## config.mk

```make
export PLATFORM = sky130hd
export DESIGN_NAME = quad_pwm_ctl
export DESIGN_NICKNAME = d
export VERILOG_FILES = /design/src/rtl/qpwm_pkg.sv /design/src/rtl/qpwm_ctrl.sv /design/src/rtl/qpwm_chan.sv /design/src/rtl/qpwm_datapath.sv /design/src/rtl/quad_pwm_ctl.sv
export SDC_FILE = /design/constraint.sdc
export NUM_CORES = 1
export LEC_CHECK = 0
export ABC_AREA = 1
export ABC_CLOCK_PERIOD_IN_PS = 6240
export CAP_MARGIN = 15
export CORE_MARGIN = 2
export CORE_UTILIZATION = 30
export DETAILED_ROUTE_END_ITERATION = 12
export HOLD_SLACK_MARGIN = 0.05
export SLEW_MARGIN = 0
export SYNTH_ARGS = -nofsm -noshare
export SYNTH_HDL_FRONTEND = slang
export SYNTH_SLANG_ARGS = --single-unit
```

## constraint.sdc

```tcl
create_clock -name clk -period 6.24 [get_ports clk]
set_input_delay 1.248 -clock clk [delete_from_list [all_inputs] [get_ports clk]]
set_output_delay 1.248 -clock clk [all_outputs]
set_load 0.1 [all_outputs]
```

## src/rtl/qpwm_pkg.sv

```systemverilog
package qpwm_pkg;
  localparam int CNT_W      = 16;
  localparam int PS_W       = 6;
  localparam int DATA_W     = 32;
  localparam int MIN_PERIOD = 2;
  localparam int EN_LSB     = 0;
  localparam int POL_LSB    = 8;
  localparam int DRV_LSB    = 15;

  // Configuration bundle handed from the register side to one channel
  typedef struct packed {
    logic             en;
    logic             activeHigh;
    logic [CNT_W-1:0] period;
    logic [CNT_W-1:0] duty;
    logic [PS_W-1:0]  prescale;
  } chanCfg_t;
endpackage

```

## src/rtl/qpwm_ctrl.sv

```systemverilog
module qpwm_ctrl
  import qpwm_pkg::*;
#(
  parameter int NUM_CH = 4,
  parameter int ADDR_W = 6
) (
  input  logic                     clk,
  input  logic                     rstN,
  input  logic                     busValid,
  input  logic                     busWrite,
  input  logic [ADDR_W-1:0]        busAddr,
  input  logic [DATA_W-1:0]        busWdata,
  output logic [DATA_W-1:0]        busRdata,
  output chanCfg_t [NUM_CH-1:0]    cfg
);
  localparam int IDX_W  = ADDR_W - 2;
  localparam int PS_IDX = 1 + 2 * NUM_CH;

  function automatic logic [DATA_W-1:0] ctrlMask();
    logic [DATA_W-1:0] m;
    m = '0;
    for (int n = 0; n < NUM_CH; n++) begin
      m[EN_LSB + n]  = 1'b1;
      m[POL_LSB + n] = 1'b1;
      m[DRV_LSB + n] = 1'b1;
    end
    return m;
  endfunction
  localparam logic [DATA_W-1:0] CTRL_MASK = ctrlMask();

  logic [NUM_CH-1:0] enQ, polQ, drvQ;
  logic [CNT_W-1:0]  periodQ [NUM_CH];
  logic [CNT_W-1:0]  dutyQ   [NUM_CH];
  logic [PS_W-1:0]   psQ     [NUM_CH];
  logic [DATA_W-1:0] rdNext;

  logic [IDX_W-1:0] idx;
  logic             wordOk, wrEn, rdEn;

  assign idx    = busAddr[ADDR_W-1:2];
  assign wordOk = (busAddr[1:0] == 2'b00);
  assign wrEn   = busValid && busWrite && wordOk;
  assign rdEn   = busValid && !busWrite;

  always_ff @(posedge clk) begin
    if (!rstN) begin
      enQ  <= '0;
      polQ <= '1;
      drvQ <= '0;
      for (int n = 0; n < NUM_CH; n++) begin
        periodQ[n] <= '0;
        dutyQ[n]   <= '0;
        psQ[n]     <= '0;
      end
    end else if (wrEn) begin
      for (int n = 0; n < NUM_CH; n++) begin
        if (int'(idx) == 0) begin
          enQ[n]  <= busWdata[EN_LSB + n];
          polQ[n] <= busWdata[POL_LSB + n];
          drvQ[n] <= busWdata[DRV_LSB + n];
        end
        if (int'(idx) == 1 + 2 * n) periodQ[n] <= busWdata[CNT_W-1:0];
        if (int'(idx) == 2 + 2 * n) dutyQ[n]   <= busWdata[CNT_W-1:0];
        if (int'(idx) == PS_IDX)
          psQ[n] <= busWdata[(NUM_CH-1-n)*PS_W +: PS_W];
      end
    end
  end

  always_comb begin
    rdNext = '0;
    if (wordOk) begin
      for (int n = 0; n < NUM_CH; n++) begin
        if (int'(idx) == 0) begin
          rdNext[EN_LSB + n]  = enQ[n];
          rdNext[POL_LSB + n] = polQ[n];
          rdNext[DRV_LSB + n] = drvQ[n];
        end
        if (int'(idx) == 1 + 2 * n) rdNext[CNT_W-1:0] = periodQ[n];
        if (int'(idx) == 2 + 2 * n) rdNext[CNT_W-1:0] = dutyQ[n];
        if (int'(idx) == PS_IDX)
          rdNext[(NUM_CH-1-n)*PS_W +: PS_W] = psQ[n];
      end
    end
  end

  always_ff @(posedge clk) begin
    if (!rstN)      busRdata <= '0;
    else if (rdEn)  busRdata <= rdNext;
  end

  always_comb begin
    for (int n = 0; n < NUM_CH; n++) begin
      cfg[n].en         = enQ[n];
      cfg[n].activeHigh = polQ[n];
      cfg[n].period     = periodQ[n];
      cfg[n].duty       = dutyQ[n];
      cfg[n].prescale   = psQ[n];
    end
  end

  // unassigned control bits never show up on a read
  p_ctrl_unused_r2: assert property (@(posedge clk) disable iff (!rstN)
    (rdEn && wordOk && idx == '0) |=> ((busRdata & ~CTRL_MASK) == '0));

  // undefined or misaligned addresses read as zero
  p_undef_read_r2: assert property (@(posedge clk) disable iff (!rstN)
    (rdEn && (!wordOk || int'(idx) > PS_IDX)) |=> (busRdata == '0));

  // period field of channel 0 changes only through its own address
  p_period_hold_r4: assert property (@(posedge clk) disable iff (!rstN)
    !(wrEn && int'(idx) == 1) |=> $stable(periodQ[0]));
endmodule

```

## src/rtl/qpwm_chan.sv

```systemverilog
module qpwm_chan
  import qpwm_pkg::*;
(
  input  logic     clk,
  input  logic     rstN,
  input  chanCfg_t cfg,
  output logic     pwmOut
);
  logic [CNT_W-1:0] cnt, shPc, shDc, pcEff;
  logic [PS_W-1:0]  psCnt, shPs;
  logic             tick, wrap;

  assign pcEff = (cfg.period < CNT_W'(MIN_PERIOD)) ? CNT_W'(MIN_PERIOD) : cfg.period;
  assign tick  = (psCnt == shPs);
  assign wrap  = tick && (cnt == shPc - 1'b1);

  always_ff @(posedge clk) begin
    if (!rstN) begin
      cnt    <= '0;
      psCnt  <= '0;
      shPc   <= CNT_W'(MIN_PERIOD);
      shDc   <= '0;
      shPs   <= '0;
      pwmOut <= 1'b0;
    end else begin
      if (!cfg.en) begin
        cnt   <= '0;
        psCnt <= '0;
        shPc  <= pcEff;
        shDc  <= cfg.duty;
        shPs  <= cfg.prescale;
      end else if (tick) begin
        psCnt <= '0;
        if (wrap) begin
          cnt  <= '0;
          shPc <= pcEff;
          shDc <= cfg.duty;
          shPs <= cfg.prescale;
        end else begin
          cnt <= cnt + 1'b1;
        end
      end else begin
        psCnt <= psCnt + 1'b1;
      end
      pwmOut <= cfg.en ? ((cnt < shDc) == cfg.activeHigh) : !cfg.activeHigh;
    end
  end

  // position counter stays inside the latched period
  p_cnt_range_r6: assert property (@(posedge clk) disable iff (!rstN)
    cnt < shPc);

  // divider counter never passes its latched limit
  p_ps_range_r6: assert property (@(posedge clk) disable iff (!rstN)
    psCnt <= shPs);

  // latched period is never below two
  p_min_period_r9: assert property (@(posedge clk) disable iff (!rstN)
    shPc >= CNT_W'(MIN_PERIOD));

  // a disabled channel shows its inactive level next cycle
  p_idle_level_r10: assert property (@(posedge clk) disable iff (!rstN)
    !cfg.en |=> (pwmOut == !$past(cfg.activeHigh)));

  // latched settings move only at a period boundary or while idle
  p_boundary_r11: assert property (@(posedge clk) disable iff (!rstN)
    (cfg.en && !wrap) |=> ($stable(shPc) && $stable(shDc) && $stable(shPs)));
endmodule

```

## src/rtl/qpwm_datapath.sv

```systemverilog
module qpwm_datapath
  import qpwm_pkg::*;
#(
  parameter int NUM_CH = 4
) (
  input  logic                  clk,
  input  logic                  rstN,
  input  chanCfg_t [NUM_CH-1:0] cfg,
  output logic [NUM_CH-1:0]     pwmOut
);
  for (genvar n = 0; n < NUM_CH; n++) begin : g_chan
    qpwm_chan u_chan (
      .clk    (clk),
      .rstN   (rstN),
      .cfg    (cfg[n]),
      .pwmOut (pwmOut[n])
    );
  end
endmodule

```

## src/rtl/quad_pwm_ctl.sv

```systemverilog
module quad_pwm_ctl
  import qpwm_pkg::*;
#(
  parameter int NUM_CH = 4,
  parameter int ADDR_W = 6
) (
  input  logic               clk,
  input  logic               rstN,
  input  logic               busValid,
  input  logic               busWrite,
  input  logic [ADDR_W-1:0]  busAddr,
  input  logic [DATA_W-1:0]  busWdata,
  output logic [DATA_W-1:0]  busRdata,
  output logic [NUM_CH-1:0]  pwmOut
);
  chanCfg_t [NUM_CH-1:0] cfg;

  qpwm_ctrl #(.NUM_CH(NUM_CH), .ADDR_W(ADDR_W)) u_ctrl (
    .clk      (clk),
    .rstN     (rstN),
    .busValid (busValid),
    .busWrite (busWrite),
    .busAddr  (busAddr),
    .busWdata (busWdata),
    .busRdata (busRdata),
    .cfg      (cfg)
  );

  qpwm_datapath #(.NUM_CH(NUM_CH)) u_dp (
    .clk    (clk),
    .rstN   (rstN),
    .cfg    (cfg),
    .pwmOut (pwmOut)
  );
endmodule

```

Yosys cells after proc, flatten, opt, wreduce, memory -nomap -nowiden

Memory sizes are Yosys's and may differ from the RTL's.
Index checks and enable logic that the tools add are counted.

Equal/unequal tests: 29
Mux-type cells: 123
Add/subtract/negate cells: 12
Order comparisons: 8
Reductions and logical operators: 27
Bitwise operators: 17

Operators with widths:

| kind                                                                    | number |
|---|---|
| 16-bit two-way mux                                                      | 49 |
| 6-bit two-way mux                                                       | 20 |
| 16-bit by 1-bit adder with 16-bit output, second input constant         | 4 |
| 16-bit == test                                                          | 4 |
| 16-bit < comparator                                                     | 4 |
| 16-bit by 2-bit < comparator with 1-bit output, second input constant   | 4 |
| 16-bit by 1-bit subtractor with 16-bit output, second input constant    | 4 |
| 1-bit two-way mux                                                       | 53 |
| 6-bit by 1-bit adder with 6-bit output, second input constant           | 4 |
| 4-bit == test, second input constant                                    | 6 |
| 6-bit == test                                                           | 4 |
| 24-bit two-way mux                                                      | 1 |
| 2-bit AND reduction                                                     | 9 |
| 2-bit by 1-bit inequality test with 1-bit output, second input constant | 8 |
| 1-bit OR                                                                | 12 |
| 3-bit OR reduction                                                      | 4 |
| 4-bit by 3-bit == test with 1-bit output, second input constant         | 2 |
| 1-bit logical AND                                                       | 7 |
| 1-bit zero test                                                         | 5 |
| 1-bit inverter                                                          | 5 |
| 1-bit == test                                                           | 4 |
| 4-bit by 2-bit == test with 1-bit output, second input constant         | 1 |
| 4-bit zero test                                                         | 1 |
| 2-bit zero test                                                         | 1 |

Output and inout bits: 36
Register bits after elaboration: 280
Bits in writable memories: 152
Logic and storage cells: 247
Memories: 3
Bits of input ports: 42

Memories:

| name           | words | bits a word | read ports | clocked after memory_dff | write ports | RTL line        | source |
|---|---|---|---|---|---|---|---|
| u_ctrl.dutyQ   | 4     | 16          | 4          | 0                        | 4           | qpwm_ctrl.sv:33 | `logic [CNT_W-1:0] dutyQ [NUM_CH];` |
| u_ctrl.periodQ | 4     | 16          | 4          | 0                        | 4           | qpwm_ctrl.sv:32 | `logic [CNT_W-1:0] periodQ [NUM_CH];` |
| u_ctrl.psQ     | 4     | 6           | 4          | 0                        | 4           | qpwm_ctrl.sv:34 | `logic [PS_W-1:0] psQ [NUM_CH];` |

Logic depth before layout (Yosys ltp)

Gate-level depths: netlist of the first run.

Word-level depth: 17
Gate-level depth with buffers: 16

Modules after synthesis

A second synthesis of the first run with hierarchy kept.

Cell total of the unflattened synthesis: 3244
Area total of the unflattened synthesis: 23488.8 um2

Modules (own cells, without submodules):

| module                                | sequential area each (um2) | cells an instance | area an instance (um2) | times used |
|---|---|---|---|---|
| qpwm_chan (u_dp.g_chan[0].u_chan ...) | 1221.2                     | 594               | 3782.4                 | 3 |
| qpwm_ctrl                             | 5285.1                     | 868               | 8281.7                 | 1 |
| qpwm_chan (u_dp.g_chan[3].u_chan)     | 1221.2                     | 594               | 3860.0                 | 1 |

Worst setup path before layout of the first run

Ideal clock, no wire load.

Kind: input -> register
Start point: in busAddr[1]
End point: mem u_ctrl.psQ[0][0] (enable)
Path slack: 2119 ps
Setup time: 438 ps
Buffers on the path: 0
Required time: 5802 ps
Arrival time: 3683 ps
Stages on the path: 5
Cell sequence: nor2_1 -> inv_1 -> nor3_2 -> inv_1 -> o21ai_0

RTL lines:

| element            | RTL line           | source |
|---|---|---|
| start: declaration | quad_pwm_ctl.sv:11 | `input logic [ADDR_W-1:0] busAddr,` |
| end: declaration   | qpwm_ctrl.sv:34    |  |

Worst setup path in the final report of the first run

Start point: in busAddr[3]
End point: reg u_ctrl.busRdata[6]

Longest elaborated chain between the ends: 12

RTL lines:

| element                                  | RTL line        | source |
|---|---|---|
| 4-bit by 2-bit == test with 1-bit output | qpwm_ctrl.sv:79 | `if (int'(idx) == 1 + 2 * n) rdNext[CNT_W-1:0] = periodQ[n];` |
| 16-bit two-way mux                       | qpwm_ctrl.sv:79 |  |
| 16-bit two-way mux                       | qpwm_ctrl.sv:80 | `if (int'(idx) == 2 + 2 * n) rdNext[CNT_W-1:0] = dutyQ[n];` |
| 16-bit two-way mux                       | qpwm_ctrl.sv:72 | `if (wordOk) begin` |
| 16-bit two-way mux                       | qpwm_ctrl.sv:79 |  |
| 16-bit two-way mux                       | qpwm_ctrl.sv:80 |  |
| 16-bit two-way mux                       | qpwm_ctrl.sv:79 |  |
| 16-bit two-way mux                       | qpwm_ctrl.sv:80 |  |
| 6-bit two-way mux                        | qpwm_ctrl.sv:81 | `if (int'(idx) == PS_IDX)` |
| 16-bit two-way mux                       | qpwm_ctrl.sv:79 |  |
| 16-bit two-way mux *                     | qpwm_ctrl.sv:80 |  |
| 24-bit two-way mux *                     | qpwm_ctrl.sv:72 |  |
| end signal: assignment                   | qpwm_ctrl.sv:89 | `else if (rdEn) busRdata <= rdNext;` |
| end: declaration                         | qpwm_ctrl.sv:13 | `output logic [DATA_W-1:0] busRdata,` |

Every way passes the cells marked *; elsewhere a longest branch is shown, timed or not. The select of a mux whose other input is x is not followed.
A chain may end at the register's enable or synchronous reset.

==> impl_metrics.toml, run 1 <==
[worst_hold_path]
whs_endpoint = "u_ctrl.busRdata[19]"
worstHoldStart = "u_ctrl.busRdata[19]"
worstHoldPathCells = 2
hp-class = "flop to flop"

[run]
cap_violations = 0

[setup_path]
crit_chain = "clkdlybuf4s50_1 > nand2_1 > nor2_1 > clkinv_1 > or2_2 > nand2_1 > nand4_1 > o22ai_1 > nand2_1 > nand2_1 > a21oi_1"
cp.arrival_ns = 4.29
path_class = "input port to flop"
regToRegEndpoint = "u_dp.g_chan[2].u_chan.shPc[8]"
endpoint_kind = "flop"
start_kind = "input port"
r2r_start = "u_dp.g_chan[2].u_chan.shPc[0]"
worstPathRequired_ns = 6.71
critPathMaxStageDelay_ns = 0.82
path_max_fanout = 13
worstRegToRegCells = 16
path_buf_inv = 2
cpMostUsedCell = "nand2_1"
crit_cells = 11
r2r_slack_ns = 2.89
cp_slowest_cell = "nor2_1"
critPathTopFamily = "simple AND/OR/NAND/NOR gates"

[global_route]
grt-ovfl-total = 0
grt_pass1_wl_um = 105000
grt_start_max_net_pins = 72
antenna_found_initial = 1
grt_pass1_vias = 18737
track_usage_pct = 16.3

[power_and_ir_drop]
clkPwrFrac_pct = 43.3
total_power_mw = 6.46
p_per_area_nw_per_um2 = 245
swShare_pct = 25.9
ir_drop_v = 0.000196
p_leak_nw = 11.4
combPwrFrac_pct = 8.4
power_frac_seq_pct = 48.2
p_int_mw = 4.79
p_sw_mw = 1.67

[clock_tree]
clk_pin_slew_ns = 0.06
cts.htree.levels = 2
cts_setup_buffers = 0
cts_buffers = 48
clkLatencyLatePin_ns = 0.61
cts_tree = "done"
clock-root-buffer = "clkbuf_16"
clockBufferDepth = 3
cts_hold_buf = 0
clock_sinks = 432
cts_resized = 0

[routing]
drt-total-wl_um = 67300
route.met2.wl_um = 30600
dr_total_vias = 20500
antenna_left = 0
route.met3.wl_um = 4540
routed.top_layer = "met5"
post_drt_wl_per_cell_um = 15.6
drtIter0Drc = 1836
via_per_inst = 4.75
first_pass_iters = 6
drcViolationCount = 0
wirelength_met1_um = 30600

[sta]
skew_ns = 0.0253
fin_crit_ns = 3.81
setup_viol = 0
relSlewSlack_pct = 28.6
tns_ns = 0
timing.final.crit_share_pct = 61.1
hold_viol = 0
fmax_mhz = 262
rsz0062_at_grt = "false"
worstMarginPinSlew_ns = 1.07
drv_slew = 0

[floorplanning]
start_util_pct = 30.2
fp.dieH_um = 283
die_area_um2 = 80200
rows = 102
core_um2 = 77300
fp.dieW_um = 283
pin_count = 78

[cells_and_area]
nNetsFinal = 3346
diodes = 0
area.growth.synth_to_final_pct = 12.8
drive_gt1_share_pct = 5.17
post-route-cell-area_um2 = 26400
final_util_pct = 34.1

[logic_synthesis]
synth-seq-cells = 432
avgSynthCellArea_um2 = 7.26
async_flop_share_pct = 0
syn_inst = 3220
ys_seq_area_share_pct = 43.5
yosysUniqueCellTypes = 47
synth_area_leaders = "dfxtp_1, edfxtp_1, nand2_1"
yosysMostFrequentCell = "nand2_1"
synth_area_leader_cell = "dfxtp_1"
yosys_warnings = 0
synth_edf_count = 152
synthFlopType = "dfxtp_1"
synth_commonest_cells = "nand2_1, nor2_1, inv_1"
yosysTopAreaCellShare_pct = 24.0
netlist_area_um2 = 23400

[placement]
io_buffers = 61
dp_hpwl_um = 48000
placed_area_um2 = 24800
routabilityCongestion = 0.916

[run_status]
status = "complete, no violations"
## power groups by stage
stage	combinational (mW)	sequential [mW]	clock (mW)
2_1_floorplan	0.375	3.14	0
3_3_place_gp	0.534	3.17	0
3_5_place_dp	0.539	3.17	0
4_1_cts	0.541	3.11	2.84
5_1_grt	0.612	3.12	2.94
6_report	0.546	3.11	2.80
## worst max-delay path by stage
| stage | start | to | slack (ns) |
|---|---|---|---|
| 4_1_cts | busAddr[3] | u_ctrl.busRdata[6] | 2.61 |
| 2_1_floorplan | busAddr[1] | u_ctrl.psQ[0][0] | 2.12 |
| 3_5_place_dp | busAddr[3] | u_ctrl.busRdata[6] | 1.97 |
| 6_report | busAddr[3] | u_ctrl.busRdata[6] | 2.43 |
| 3_3_place_gp | busAddr[3] | u_ctrl.busRdata[6] | 2.02 |
| 5_1_grt | busAddr[3] | u_ctrl.busRdata[6] | 2.32 |
## final cells by class
class	instances	area (um^2)
fillers	8334	51000
multi-input cells	2259	11000
flip-flops and latches	432	10200
inverters	406	1520
clock buffers	66	1350
well taps	1040	1300
repair buffers	85	812
clock inverters	24	173
## worst min-delay path, delay by kind of cell (launching register included)
kind               cells  cell delay [ns]
DFF                    1             0.31
and+or+nand+nor        1             0.06
AOI/OAI and AO/OA      1             0.06
## metrics by stage
stage / hold WS [ns] / instances / worst slack, ns
detailed placement: 0.456 / 4221 / 1.97
global placement: 0.456 / 4221 / 2.02
floorplan: 0.437 / 3227 / 2.12
global route: 0.488 / 4312 / 2.32
CTS: 0.465 / 4311 / 2.61
finish: 0.464 / 4312 / 2.43
## state kept, by name, summed over array words and instances (netlist names)
name / cells
u_ctrl.busRdata: 24
u_ctrl.drvQ: 4
u_ctrl.dutyQ: 64
u_ctrl.enQ: 4
u_ctrl.periodQ: 64
u_ctrl.polQ: 4
u_ctrl.psQ: 24
u_dp.g_chan.u_chan.cnt: 64
u_dp.g_chan.u_chan.psCnt: 24
u_dp.g_chan.u_chan.pwmOut: 4
u_dp.g_chan.u_chan.shDc: 64
u_dp.g_chan.u_chan.shPc: 64
u_dp.g_chan.u_chan.shPs: 24
## layer usage
metal	global-route usage, %	vias up
met3	2.77	93
met5	0.714	-
li1	-	10402
met1	22.3	9429
met2	26.3	574
met4	4.46	2
## cell usage in the layout (no fill, tap or decap), types with 26 or more instances in the layout
cell type        netlist  final
a21oi_1              199    199
clkbuf_16              0     50
clkdlybuf4s50_1        0     60
clkinv_1              21     31
dfxtp_1              280    276
edfxtp_1             152    152
ha_1                  72     72
inv_1                377    377
nand2_1              737    737
nand3_1              275    275
nand3b_1              26     26
nand4_1               66     66
nor2_1               534    533
nor3_1                49     49
o21ai_0               92     83
xor2_1                52     52
## cells by family (layout without fill, tap and decap cells)
kind of cell | after synthesis | in the layout | synth area share, %
AOI/OAI and AO/OA | 335 | 335 | 7.56
xor gates and xnor gates | 77 | 77 | 3.00
adders and majority gates | 72 | 72 | 3.85
buffers and inverters | 536 | 581 | 9.42
DFF | 432 | 432 | 43.5
other | 1 | 8 | 0.0160
and+or+nand+nor | 1767 | 1767 | 32.7
No activity file was read; power rests on OpenSTA's default activity.
==> run 2, diff against run 1 <==
Settings changed: ABC_CLOCK_PERIOD_IN_PS 6240 to 3130.
Clock period 6.24 ns to 3.13 ns, I/O delays scaled along.
==> run 2 against run 1 <==
Against the previous run: first-iteration DRC count shrank 6.6%; wire length increased by 1.5%; worst hold slack lost 0.035 ns; die area did not move; global-route usage rose by 0.38 points; sequential share of layout area is 0.50 points lower; clock skew decreased by 0.0058 ns; critical path type is now flop to flop.
==> impl_metrics.toml, run 2 (same netlist as run 1, synthesis figures left out) <==
[routing]
drt-total-wl_um = 68300
drcViolationCount = 0
antenna_left = 0
dr_total_vias = 20563
first_pass_iters = 6
via_per_inst = 4.73
post_drt_wl_per_cell_um = 15.7
drtIter0Drc = 1714

[worst_hold_path]
worstHoldPathCells = 3
worstHoldStart = "rstN"
hp-class = "input port to flop"

[setup_path]
crit_start = "u_dp.g_chan[2].u_chan.shPc[0]"
cp_slowest_cell = "nand2_1"
path_buf_inv = 1
cp.arrival_ns = 3.21
path_class = "flop to flop"
path_max_fanout = 18
endpoint_kind = "flop"
crit_chain = "inv_1 > ha_1 > nand2_1 > nor2_2 > nand2_1 > nand3_1 > nand4_1 > nor2_1 > nand3_2 > nand2_1 > o21ai_0 > nand3_1"
r2r_start = "u_dp.g_chan[2].u_chan.shPc[0]"
worstPathRequired_ns = 3.66
critPathTopFamily = "simple AND/OR/NAND/NOR gates"
start_kind = "flop"
crit_cells = 12
worstRegToRegCells = 12
critPathMaxStageDelay_ns = 0.45
cpMostUsedCell = "nand2_1"

[sta]
setup_viol = 0
drv_slew = 0
relSlewSlack_pct = 50.8
worstMarginPinSlew_ns = 0.734
hold_viol = 0
worst_hold_slack_ns = 0.429
rsz0062_at_grt = "false"
timing.final.crit_share_pct = 85.6
tns_ns = 0
layout_setup_ws_ns = 0.451
skew_ns = 0.0195
fin_crit_ns = 2.68
fmax_mhz = 373

[run_status]
status = "complete, no violations"

[clock_tree]
cts_hold_buf = 0
cts_buffers = 49
cts_setup_buffers = 0
clock-root-buffer = "clkbuf_16"
cts.htree.levels = 2
clk_pin_slew_ns = 0.06
cts_tree = "done"
clock_sinks = 432
clockBufferDepth = 3
cts_resized = 0
clkLatencyLatePin_ns = 0.59

[placement]
placedCellCount = 4254
routabilityCongestion = 0.907
place_ws_ns = 0.289
dp_hpwl_um = 49500
io_buffers = 61

[cells_and_area]
diodes = 0
most-common-layout-cells = "nand2_1, nor2_1, inv_1"
final_util_pct = 34.6
area.growth.synth_to_final_pct = 14.3
fillers = 8262
drive_gt1_share_pct = 7.29
seq_area_um2 = 10200
final_common_cell = "nand2_1"
nNetsFinal = 3379
instances_no_fill = 4346
multi_input_area_um2 = 11000

[global_route]
grt-ovfl-total = 0
grt_start_max_net_pins = 56
antenna_found_initial = 2
grt_pass1_wl_um = 107000
track_usage_pct = 16.7
grt_pass1_vias = 18923

[floorplanning]
pin_count = 78
fp.dieW_um = 283
core_um2 = 77300
die_area_um2 = 80200
start_util_pct = 30.2
rows = 102
fp.dieH_um = 283

[power_and_ir_drop]
p_leak_nw = 11.7
ir_drop_v = 0.000492
p_per_area_nw_per_um2 = 502

[run]
cap_violations = 0
run 2: cell types whose count changed in the layout (fill, tap and decap cells not counted), sizes merged:
cell and delta:
bufinv +5, clkinvlp +1, inv -1, clkdlybuf4s50 -28, buf +60, clkinv -3
run 2: worst paths after layout:
path	end	slack, ns
min reg2reg	u_dp.g_chan[3].u_chan.shPc[15]	0.47
min	u_dp.g_chan[2].u_chan.shPc[6]	0.43
max reg2reg	u_dp.g_chan[2].u_chan.shPc[1]	0.45
max	u_dp.g_chan[2].u_chan.shPc[1]	0.45
run 2: per-layer routing:
layer	wire [um]	vias up	share of wire, %	global-route usage [%]
met3	4020	72	5.9	2.40
met1	31400	9459	46	23.0
met2	31700	535	46	27.6
met5	12	-	0.018	0
met4	1110	2	1.6	3.65
li1	-	10495	-	-
run 2: per-stage QoR:
stage / instance area (um^2) / power [mW]
after floorplan: 23400 / 7.01
after global placement: 25000 / 7.40
after detailed placement: 25000 / 7.41
after CTS: 26700 / 13.5
after global routing: 26700 / 13.9
final: 26700 / 13.4
run 2: final cells by class:
cell class	instances	area share, %
Multi-Input combinational cell	2259	41.3
Sequential cell	432	38.1
Clock inverter	26	1.20
Inverter	406	5.70
Clock buffer	66	5.13
Tap cell	1040	4.87
Timing Repair Buffer	117	3.69
run 2: worst min-delay path, cell delays in order:
cell	delay [ns]
buf_6	0.20
nand2_1	0.11
nor2_1	0.03
run 2: power by group:
part	internal (mW)	switching (mW)	total, mW
Combinational	0.344	0.748	1.09
Clock	3.66	2.44	6.10
Sequential	6.02	0.189	6.21
==> run 3, diff against run 2 <==
Settings changed: CELL_PAD_IN_SITES_DETAIL_PLACEMENT set to 1, CELL_PAD_IN_SITES_GLOBAL_PLACEMENT set to 1, DONT_BUFFER_PORTS set to 1, PLACE_DENSITY_LB_ADDON set to 0.1, SKIP_CTS_REPAIR_TIMING set to 1.
==> run 3 against run 2 <==
Against the previous run: core utilization down 0.58 points; global-route usage up 3.5 points; final area down 1.7%; sequential share of layout area up 0.65 points; via count up 2.2%; flip-flop and latch count unchanged; die area unchanged; critical endpoint is now u_dp.g_chan[3].u_chan.cnt[13].
==> impl_metrics.toml, run 3 (same netlist as run 1, synthesis figures left out) <==
[run_status]
status = "complete, no violations"

[sta]
hold_viol = 0
rsz0062_at_grt = "false"
skew_ns = 0.0200
relSlewSlack_pct = 32.5
fin_crit_ns = 2.67
layout_setup_ws_ns = 0.458
worstMarginPinSlew_ns = 1.01
setup_viol = 0
tns_ns = 0
timing.final.crit_share_pct = 85.4
fmax_mhz = 374
drv_slew = 0

[clock_tree]
cts.htree.levels = 2
cts_buffers = 54
cts_tree = "done"
clkLatencyLatePin_ns = 0.61
clockBufferDepth = 3
clk_pin_slew_ns = 0.06
clock_sinks = 432
clock-root-buffer = "clkbuf_16"

[setup_path]
critPathMaxStageDelay_ns = 0.47
path_class = "flop to flop"
r2r_slack_ns = 0.46
path_max_fanout = 27
endpoint_kind = "flop"
start_kind = "flop"
worstRegToRegCells = 13
cpMostUsedCell = "nand2_1"
worstPathRequired_ns = 3.62
path_buf_inv = 2
cp.arrival_ns = 3.16
critPathTopFamily = "simple AND/OR/NAND/NOR gates"
crit_chain = "inv_1 > ha_1 > nand2_2 > nor2_1 > nand2_1 > nand2_1 > nand2_1 > nand2_1 > nand3_1 > nor2_2 > nand3_4 > inv_1 > nor2_1"
cp_slowest_cell = "inv_1"
r2r_start = "u_dp.g_chan[3].u_chan.shPc[0]"
regToRegEndpoint = "u_dp.g_chan[3].u_chan.cnt[13]"

[placement]
io_buffers = 0
placed_area_um2 = 24400
place_ws_ns = 0.419
dp_hpwl_um = 61000
routabilityCongestion = 0.842

[cells_and_area]
final_common_cell = "nand2_1"
most-common-layout-cells = "nand2_1, nor2_1, inv_1"
drive_gt1_share_pct = 6.33
post-route-cell-area_um2 = 26300
nNetsFinal = 3309
fillers = 9603
area.growth.synth_to_final_pct = 12.4

[power_and_ir_drop]
p_sw_mw = 3.56
power_frac_seq_pct = 44.9
ir_drop_v = 0.000363
p_per_area_nw_per_um2 = 530
p_leak_nw = 11.4
clkPwrFrac_pct = 47.9
p_int_mw = 10.4
combPwrFrac_pct = 7.2
swShare_pct = 25.6

[routing]
first_pass_iters = 7
drtIter0Drc = 1181
dr_total_vias = 21016
antenna_left = 0
via_per_inst = 4.91
drt-total-wl_um = 82000
drcViolationCount = 0
post_drt_wl_per_cell_um = 19.1

[floorplanning]
fp.dieW_um = 283
core_um2 = 77300
start_util_pct = 30.2
rows = 102
pin_count = 78
fp.dieH_um = 283
die_area_um2 = 80200

[global_route]
grt_start_max_net_pins = 177
antenna_found_initial = 3
grt_pass1_vias = 21481
grt-ovfl-total = 0
grt_pass1_wl_um = 127000
track_usage_pct = 20.1

[worst_hold_path]
whs_endpoint = "u_ctrl.polQ[2]"
worstHoldPathCells = 2
hp-class = "input port to flop"
worstHoldStart = "busWdata[10]"

[run]
cap_violations = 0
==> run 3: changes by cell type in the layout (fill, tap and decap cells not counted), moves of 2 or more <==
cell and delta:
buf_4 -43, clkdlybuf4s50_1 -32, clkbuf_16 +3, clkinv_1 +3
bufinv_16 +2, clkinv_2 -2, inv_6 +2
==> run 3: through the flow <==
stage	instances	utilization, %	power [mW]	hold WS [ns]
after floorplan	3227	-	7.01	0.437
after global placement	4179	31.6	7.35	0.464
after detailed placement	4179	31.6	7.38	0.471
after CTS	4281	34.0	14.1	0.104
after global routing	4282	34.0	14.5	0.134
final	4282	34.0	13.9	0.140
==> run 3: routing by layer <==
| metal | track usage, % | wire, um |
|---|---|---|
| met5 | 0 | 21 |
| met2 | 33.9 | 38300 |
| met1 | 26.7 | 37400 |
| met4 | 4.71 | 1650 |
| met3 | 3.81 | 4530 |
==> run 3: cell type report <==
| cell class | instances | area (um^2) | share of cell area, % |
|---|---|---|---|
| Antenna cell | 1 | 2.50 | 0.00952 |
| Clock buffer | 70 | 1460 | 5.56 |
| Multi-Input combinational cell | 2259 | 11000 | 42.0 |
| Tap cell | 1040 | 1300 | 4.95 |
| Sequential cell | 432 | 10200 | 38.7 |
| Inverter | 406 | 1520 | 5.80 |
| Timing Repair Buffer | 42 | 353 | 1.34 |
| Clock inverter | 32 | 413 | 1.57 |
==> run 3: worst max-delay path by stage <==
stage / cells after the start / slack (ns) / start / to
2_1_floorplan: 7 / 0.20 / busAddr[4] / u_ctrl.periodQ[3][0]
3_3_place_gp: 13 / 0.42 / u_dp.g_chan[3].u_chan.shPc[0] / u_dp.g_chan[3].u_chan.cnt[13]
3_5_place_dp: 13 / 0.42 / u_dp.g_chan[3].u_chan.shPc[0] / u_dp.g_chan[3].u_chan.cnt[13]
4_1_cts: 13 / 0.40 / u_dp.g_chan[3].u_chan.shPc[0] / u_dp.g_chan[3].u_chan.cnt[13]
5_1_grt: 15 / 0.11 / u_dp.g_chan[3].u_chan.shPc[0] / u_dp.g_chan[3].u_chan.shPc[10]
6_report: 13 / 0.46 / u_dp.g_chan[3].u_chan.shPc[0] / u_dp.g_chan[3].u_chan.cnt[13]
==> run 3: power groups by stage <==
stage / registers (mW) / clock network [mW] / logic [mW]
after floorplan: 6.27 / 0 / 0.748
after global placement: 6.36 / 0 / 0.985
after detailed placement: 6.37 / 0 / 1.01
after CTS: 6.25 / 6.84 / 1.02
after global routing: 6.26 / 7.05 / 1.15
final: 6.24 / 6.67 / 1.01
